<file path="src/rtl/ioc_pkg.sv">
package ioc_pkg;
  typedef enum logic [1:0] {
    REG_RISE_EN = 2'd0,
    REG_FALL_EN = 2'd1,
    REG_FLAGS   = 2'd2,
    REG_CTRL    = 2'd3
  } ioc_reg_e;

  localparam int unsigned CTRL_EN_BIT  = 0;
  localparam int unsigned CTRL_SUM_BIT = 1;
endpackage

</file>
<file path="src/rtl/ioc_rst_sync.sv">
module ioc_rst_sync #(
  parameter int unsigned STAGES = 2
) (
  input  logic clk,
  input  logic rst_n,
  output logic rst_n_sync_o
);
  logic [STAGES-1:0] chain_q;

  always_ff @(posedge clk or negedge rst_n) begin
    if (!rst_n) chain_q <= '0;
    else        chain_q <= {chain_q[STAGES-2:0], 1'b1};
  end

  assign rst_n_sync_o = chain_q[STAGES-1];
endmodule

</file>
<file path="src/rtl/ioc_sync.sv">
module ioc_sync #(
  parameter int unsigned NUM_PINS    = 8,
  parameter int unsigned SYNC_STAGES = 2
) (
  input  logic                clk,
  input  logic                rst_n,
  input  logic [NUM_PINS-1:0] pins_i,
  output logic [NUM_PINS-1:0] sync_o,
  output logic [NUM_PINS-1:0] prev_o
);
  logic [NUM_PINS-1:0] prev_q;
  logic [NUM_PINS-1:0] prev_d;

  for (genvar p = 0; p < NUM_PINS; p++) begin : g_pin
    logic [SYNC_STAGES-1:0] stage_q;
    always_ff @(posedge clk or negedge rst_n) begin
      if (!rst_n) stage_q <= '0;
      else        stage_q <= {stage_q[SYNC_STAGES-2:0], pins_i[p]};
    end
    assign sync_o[p] = stage_q[SYNC_STAGES-1];
  end

  always_comb prev_d = sync_o;

  always_ff @(posedge clk or negedge rst_n) begin
    if (!rst_n) prev_q <= '0;
    else        prev_q <= prev_d;
  end

  assign prev_o = prev_q;
endmodule

</file>
<file path="src/rtl/ioc_edge.sv">
module ioc_edge #(
  parameter int unsigned NUM_PINS = 8
) (
  input  logic                clk,
  input  logic                rst_n,
  input  logic [NUM_PINS-1:0] sync_i,
  input  logic [NUM_PINS-1:0] prev_i,
  input  logic [NUM_PINS-1:0] rise_en_i,
  input  logic [NUM_PINS-1:0] fall_en_i,
  output logic [NUM_PINS-1:0] set_o
);
  logic [NUM_PINS-1:0] rise_hit;
  logic [NUM_PINS-1:0] fall_hit;

  always_comb begin
    rise_hit = sync_i & ~prev_i & rise_en_i;
    fall_hit = ~sync_i & prev_i & fall_en_i;
    set_o    = rise_hit | fall_hit;
  end

  // A set request on any bit requires a level change on that pin
  AST_SET_NEEDS_CHANGE: assert property (@(posedge clk) disable iff (!rst_n)
    (set_o & ~(sync_i ^ prev_i)) == '0);
  // A set request on any bit requires at least one enable on that pin
  AST_SET_NEEDS_ENABLE: assert property (@(posedge clk) disable iff (!rst_n)
    (set_o & ~(rise_en_i | fall_en_i)) == '0);
endmodule

</file>
<file path="src/rtl/ioc_flags.sv">
module ioc_flags #(
  parameter int unsigned NUM_PINS = 8
) (
  input  logic                clk,
  input  logic                rst_n,
  input  logic [NUM_PINS-1:0] set_i,
  input  logic                clr_we_i,
  input  logic [NUM_PINS-1:0] clr_keep_i,
  output logic [NUM_PINS-1:0] flags_o
);
  logic [NUM_PINS-1:0] flags_q;
  logic [NUM_PINS-1:0] flags_d;
  logic [NUM_PINS-1:0] keep_mask;

  always_comb begin
    keep_mask = clr_we_i ? clr_keep_i : {NUM_PINS{1'b1}};
    flags_d   = (flags_q & keep_mask) | set_i;
  end

  always_ff @(posedge clk or negedge rst_n) begin
    if (!rst_n) flags_q <= '0;
    else        flags_q <= flags_d;
  end

  assign flags_o = flags_q;

  // A set request always lands, even when a clear is written on the same edge
  AST_SET_WINS: assert property (@(posedge clk) disable iff (!rst_n)
    (set_i != '0) |=> ((flags_q & $past(set_i)) == $past(set_i)));
  // Bits only rise where a set request was present
  AST_NO_SPURIOUS_SET: assert property (@(posedge clk) disable iff (!rst_n)
    1'b1 |=> ((flags_q & ~$past(flags_q) & ~$past(set_i)) == '0));
  // Bits only fall through a flag-register write
  AST_CLEAR_BY_WRITE: assert property (@(posedge clk) disable iff (!rst_n)
    !clr_we_i |=> (($past(flags_q) & ~flags_q) == '0));
endmodule

</file>
<file path="src/rtl/ioc_regs.sv">
module ioc_regs
  import ioc_pkg::*;
#(
  parameter int unsigned NUM_PINS = 8
) (
  input  logic                clk,
  input  logic                rst_n,
  input  logic                we_i,
  input  logic [1:0]          addr_i,
  input  logic [NUM_PINS-1:0] wdata_i,
  input  logic [NUM_PINS-1:0] flags_i,
  output logic [NUM_PINS-1:0] rdata_o,
  output logic [NUM_PINS-1:0] rise_en_o,
  output logic [NUM_PINS-1:0] fall_en_o,
  output logic                sum_en_o,
  output logic                flag_wr_o
);
  ioc_reg_e            sel;
  logic [NUM_PINS-1:0] rise_en_q, rise_en_d;
  logic [NUM_PINS-1:0] fall_en_q, fall_en_d;
  logic                sum_en_q,  sum_en_d;
  logic                rise_ce, fall_ce, ctrl_ce;

  always_comb begin
    sel       = ioc_reg_e'(addr_i);
    rise_ce   = we_i && (sel == REG_RISE_EN);
    fall_ce   = we_i && (sel == REG_FALL_EN);
    ctrl_ce   = we_i && (sel == REG_CTRL);
    flag_wr_o = we_i && (sel == REG_FLAGS);
    rise_en_d = rise_ce ? wdata_i : rise_en_q;
    fall_en_d = fall_ce ? wdata_i : fall_en_q;
    sum_en_d  = ctrl_ce ? wdata_i[CTRL_EN_BIT] : sum_en_q;
  end

  always_ff @(posedge clk or negedge rst_n) begin
    if (!rst_n) begin
      rise_en_q <= '0;
      fall_en_q <= '0;
      sum_en_q  <= 1'b0;
    end else begin
      rise_en_q <= rise_en_d;
      fall_en_q <= fall_en_d;
      sum_en_q  <= sum_en_d;
    end
  end

  always_comb begin
    rdata_o = '0;
    unique case (sel)
      REG_RISE_EN: rdata_o = rise_en_q;
      REG_FALL_EN: rdata_o = fall_en_q;
      REG_FLAGS:   rdata_o = flags_i;
      REG_CTRL: begin
        rdata_o[CTRL_EN_BIT]  = sum_en_q;
        rdata_o[CTRL_SUM_BIT] = |flags_i;
      end
    endcase
  end

  assign rise_en_o = rise_en_q;
  assign fall_en_o = fall_en_q;
  assign sum_en_o  = sum_en_q;

  // Enables change only through a write to their own address
  AST_ENABLE_HOLDS: assert property (@(posedge clk) disable iff (!rst_n)
    !rise_ce |=> $stable(rise_en_q));
endmodule

</file>
<file path="src/rtl/ioc_detector.sv">
module ioc_detector #(
  parameter int unsigned NUM_PINS    = 8,
  parameter int unsigned SYNC_STAGES = 2
) (
  input  logic                clk,
  input  logic                rst_n,
  input  logic [NUM_PINS-1:0] pins_i,
  input  logic                reg_we_i,
  input  logic [1:0]          reg_addr_i,
  input  logic [NUM_PINS-1:0] reg_wdata_i,
  output logic [NUM_PINS-1:0] reg_rdata_o,
  output logic                irq_o
);
  logic                rst_n_s;
  logic [NUM_PINS-1:0] sync_v, prev_v, set_v, flags_v, rise_en, fall_en;
  logic                sum_en, flag_wr;

  ioc_rst_sync #(.STAGES(2)) u_rst (
    .clk(clk), .rst_n(rst_n), .rst_n_sync_o(rst_n_s)
  );

  ioc_sync #(.NUM_PINS(NUM_PINS), .SYNC_STAGES(SYNC_STAGES)) u_sync (
    .clk(clk), .rst_n(rst_n_s), .pins_i(pins_i), .sync_o(sync_v), .prev_o(prev_v)
  );

  ioc_edge #(.NUM_PINS(NUM_PINS)) u_edge (
    .clk(clk), .rst_n(rst_n_s), .sync_i(sync_v), .prev_i(prev_v),
    .rise_en_i(rise_en), .fall_en_i(fall_en), .set_o(set_v)
  );

  ioc_flags #(.NUM_PINS(NUM_PINS)) u_flags (
    .clk(clk), .rst_n(rst_n_s), .set_i(set_v), .clr_we_i(flag_wr),
    .clr_keep_i(reg_wdata_i), .flags_o(flags_v)
  );

  ioc_regs #(.NUM_PINS(NUM_PINS)) u_regs (
    .clk(clk), .rst_n(rst_n_s), .we_i(reg_we_i), .addr_i(reg_addr_i),
    .wdata_i(reg_wdata_i), .flags_i(flags_v), .rdata_o(reg_rdata_o),
    .rise_en_o(rise_en), .fall_en_o(fall_en), .sum_en_o(sum_en),
    .flag_wr_o(flag_wr)
  );

  assign irq_o = sum_en & (|flags_v);

  AST_IRQ_NEEDS_ENABLE: assert property (@(posedge clk) disable iff (!rst_n_s)
    irq_o |-> sum_en);
  AST_IRQ_NEEDS_FLAG: assert property (@(posedge clk) disable iff (!rst_n_s)
    irq_o |-> (flags_v != '0));
endmodule

</file>
<file path="config.mk">
export PLATFORM = sky130hd
export DESIGN_NAME = ioc_detector
export DESIGN_NICKNAME = d
export VERILOG_FILES = /design/src/rtl/ioc_pkg.sv /design/src/rtl/ioc_rst_sync.sv /design/src/rtl/ioc_sync.sv /design/src/rtl/ioc_edge.sv /design/src/rtl/ioc_flags.sv /design/src/rtl/ioc_regs.sv /design/src/rtl/ioc_detector.sv
export SDC_FILE = /design/constraint.sdc
export NUM_CORES = 1
export LEC_CHECK = 0
export BUFFER_PORTS_ARGS = -buffer_cell sky130_fd_sc_hd__buf_2
export CELL_PAD_IN_SITES_DETAIL_PLACEMENT = 0
export CELL_PAD_IN_SITES_GLOBAL_PLACEMENT = 1
export CORE_ASPECT_RATIO = 0.9
export CORE_UTILIZATION = 35
export CTS_BUF_LIST = sky130_fd_sc_hd__clkbuf_16
export CTS_CLUSTER_DIAMETER = 60
export DETAILED_ROUTE_END_ITERATION = 8
export GPL_TIMING_DRIVEN = 0
export HOLD_SLACK_MARGIN = 0.05
export PLACE_DENSITY = 0.6
export SLEW_MARGIN = 30
export SYNTH_ARGS = -nofsm -noshare
export SYNTH_HDL_FRONTEND = slang
export SYNTH_SLANG_ARGS = --single-unit
</file>
<file path="constraint.sdc">
create_clock -name clk -period 2.3 [get_ports clk]
set_clock_uncertainty 0.2 [all_clocks]
set_input_delay 0.575 -clock clk [delete_from_list [all_inputs] [get_ports clk]]
set_output_delay 0.575 -clock clk [all_outputs]
set_load 0.005 [all_outputs]
</file>
==> run_results.csv <==
group,metric,value,unit
outcome,status,"finished with violations",
outcome,violations,"negative setup slack",
route,wl_met3,165,um
placed_design,dpl.hpwl,2.51,mm
placed_design,dpl.cell_count,228,
finish,area_delta_synth_final,21.7,%
timing,final_hold_viol_count,0,
finish,final_area,2340,um^2
placed_design,post_dp_cell_area,2160,um^2
clock_tree,cts.sink_count,51,
route,met2WireLength,1.75,mm
floorplan,pin_count,30,
finish,multi_input_area,636,um^2
worst_hold_path,hp-class,"reg2reg",
timing,fin_ws,-0.199,ns
route,vias_per_cell,4.92,
critical_path,crit_chain,"nor4_2 -> nand2_1 -> mux4_2 -> buf_2",
route,wire_per_inst,15.5,um
route,routed.top_layer,"met4",
synthesis,syn_nets,153,
timing,finalMaxSlewViolations,0,
route,totalWireLength,3.71,mm
synthesis,ys_seq_area_share,66.4,%
timing,whs,0.147,ns
floorplan,placementRows,25,
floorplan,fp.dieH,72.3,um
critical_path,cp.arrival,1.72,ns
floorplan,fp.dieW,80.1,um
critical_path,cp_data_required_time,1.52,ns
finish,final_common_cell,"dfrtp_1",
critical_path,worst_path_largest_cell_delay,0.47,ns
pwr,combPwrFrac,11.7,%
synthesis,syn_area_per_cell,14.6,um^2
critical_path,end_kind,"output pin",
placed_design,pre_cts_slack,-0.276,ns
finish,final_cell_mix,"50 x dfrtp_1, 28 x buf_2, 17 x mux2_2",
timing,worstMarginPinSlew,0.616,ns
clock_tree,clockBufferDepth,2,
route,drc_errors,0,
pwr,p_sw_share,24.2,%
finish,fillCellCount,470,
synthesis,mappedNetlistArea,1920,um^2
route,drtAntennaViolNets,0,
pwr,leakage,1.01,nW
global_routing,grt_pass1_vias,1250,
finish,fin_util,44.3,%
clock_tree,cts-root-buf,"clkbuf_16",
global_routing,grt_start_max_net_pins,50,
critical_path,worstSetupPathType,"reg2out",
pwr,power_density,872,nW/um^2
synthesis,synth_top_area_share,66.4,%
timing,rsz0062_at_grt,"yes",
pwr,p_seq_share,53.9,%
pwr,power,2.04,mW
global_routing,grt_pass1_wl,6.13,mm
route,dr.pass1.iters,4,
clock_tree,insertion_delay,0.28,ns
synthesis,synth_top_area_cell,"dfrtp_1",
global_routing,grt_overflow_total,0,
job,max_cap_violations,0,
timing,min_period_over_period,109,%
clock_tree,path_clk_slew,0.06,ns
pwr,peakVddDrop,0.000343,V
pwr,p_switching,0.494,mW
floorplan,core_area,5290,um^2
route,dr_total_vias,1180,
finish,seq_area,1280,um^2
critical_path,startpoint_type,"flop",
clock_tree,htreeDepth,2,
route,drtIter0Drc,69,
finish,drive_gt1_share,38.7,%
critical_path,crit_path_max_fanout,2,
timing,slew_headroom,58.9,%
global_routing,grt_antenna_before_repair,0,
floorplan,die_area,5800,um^2
timing,setup-violations-final,1,
finish,fin_nets,193,
synthesis,synthCells,132,
pwr,p_clk_share,34.4,%
placed_design,portBuffers,29,
synthesis,yosysWarnings,0,
synthesis,synthTopCellsByArea,"dfrtp_1 66%, mux2_2 10%, o21ai_0 3.6%, nand3b_1 3.5%, mux2i_1 3.1%",
global_routing,track_usage,14.8,%
timing,fin_crit,2.50,ns
pwr,power.internal,1.55,mW
synthesis,ys_types,17,
timing,tns,-0.199,ns
critical_path,slowest_stage,"mux4_2",
route,drt-met1-wl,1.71,mm
finish,antennaDiodeCount,0,
finish,fin_cells,240,
clock_tree,cts_tree,"done",
placed_design,gp_congestion,0.722,
synthesis,ys_seq_elements,51,
clock_tree,cts_buffers,5,
timing,fmax,0.400,GHz
floorplan,start_util,36.4,%
==> synthesized netlist by cell type <==
cell	number
nor4_2	2
o21ai_0	14
nor2b_1	1
and2_2	1
nand3_1	1
nor3b_4	1
nand3b_1	9
dfrtp_1	51
nand3b_2	1
nand2_1	15
mux2i_1	6
mux4_2	1
buf_4	2
mux4_1	1
o211ai_1	8
conb_1	1
mux2_2	17
==> power groups by stage <==
stage	clock network (mW)	logic [mW]	registers, mW
6_report	0.702	0.239	1.10
3_3_place_gp	0	0.217	1.11
4_1_cts	0.731	0.239	1.10
2_1_floorplan	0	0.151	1.09
3_5_place_dp	0	0.226	1.12
5_1_grt	0.761	0.264	1.12
==> cells by family (layout without fill, tap and decap cells) <==
group	after synthesis	after routing	synth area share, %
buffers and inverters	2	43	0.781
DFF	51	51	66.4
muxes	25	25	15.6
and+or+nand+nor	31	31	10.3
other	1	1	0.195
AOI/OAI and AO/OA	22	22	6.77
==> path summary, 6_finish.rpt <==
kind,start,to,slack (ns),cells past startpoint
min in group asynchronous,u_rst.chain_q[1],u_sync.g_pin[4].stage_q[1],0.16,0
setup / recovery,u_flags.flags_o[2],reg_rdata_o[1],-0.20,4
max in group asynchronous,u_rst.chain_q[1],u_regs.fall_en_o[5],1.33,0
hold / removal,u_sync.g_pin[1].stage_q[0],u_sync.g_pin[1].stage_q[1],0.15,0
setup reg to reg,u_flags.flags_o[6],u_flags.flags_o[6],1.23,3
hold reg to reg,u_sync.g_pin[1].stage_q[0],u_sync.g_pin[1].stage_q[1],0.15,0
==> flip-flops by register name, summed over array words and instances, names as in the netlist <==
signal,cells
u_sync.g_pin.stage_q,16
u_regs.sum_en_o,1
u_regs.rise_en_o,8
u_rst.chain_q,2
u_sync.prev_o,8
u_flags.flags_o,8
u_regs.fall_en_o,8
==> routing by layer <==
metal  vias to the layer above  track usage (%)
met4                         0             8.53
met2                        27             23.1
met1                       589             18.0
li1                        553                -
met3                        11             4.91
met5                         -                0
==> critical path: cells and delay by family, from the launching register on <==
kind | cells | cell delay, ns
buffers and inverters | 1 | 0.14
AND/OR/NAND/NOR | 2 | 0.45
multiplexers | 1 | 0.47
flip-flops | 1 | 0.39
==> layout make-up <==
| type | instances | share of cell area, % |
|---|---|---|
| clock buffer | 5 | 5.35 |
| timing repair buffer | 34 | 8.02 |
| clock inverter | 3 | 0.695 |
| buffer | 1 | 0.481 |
| sequential | 51 | 54.7 |
| multi-input combinational | 79 | 27.2 |
| tap | 67 | 3.58 |
==> repair_timing <==
item	CTS	global route
pin swaps	2	2
gates resized for setup	3	3
endpoints found under the hold margin	2	0
hold buffers	1	0
setup endpoints to repair	8	3
buffers inserted	3	1
No activity file was read; power rests on OpenSTA's default activity.
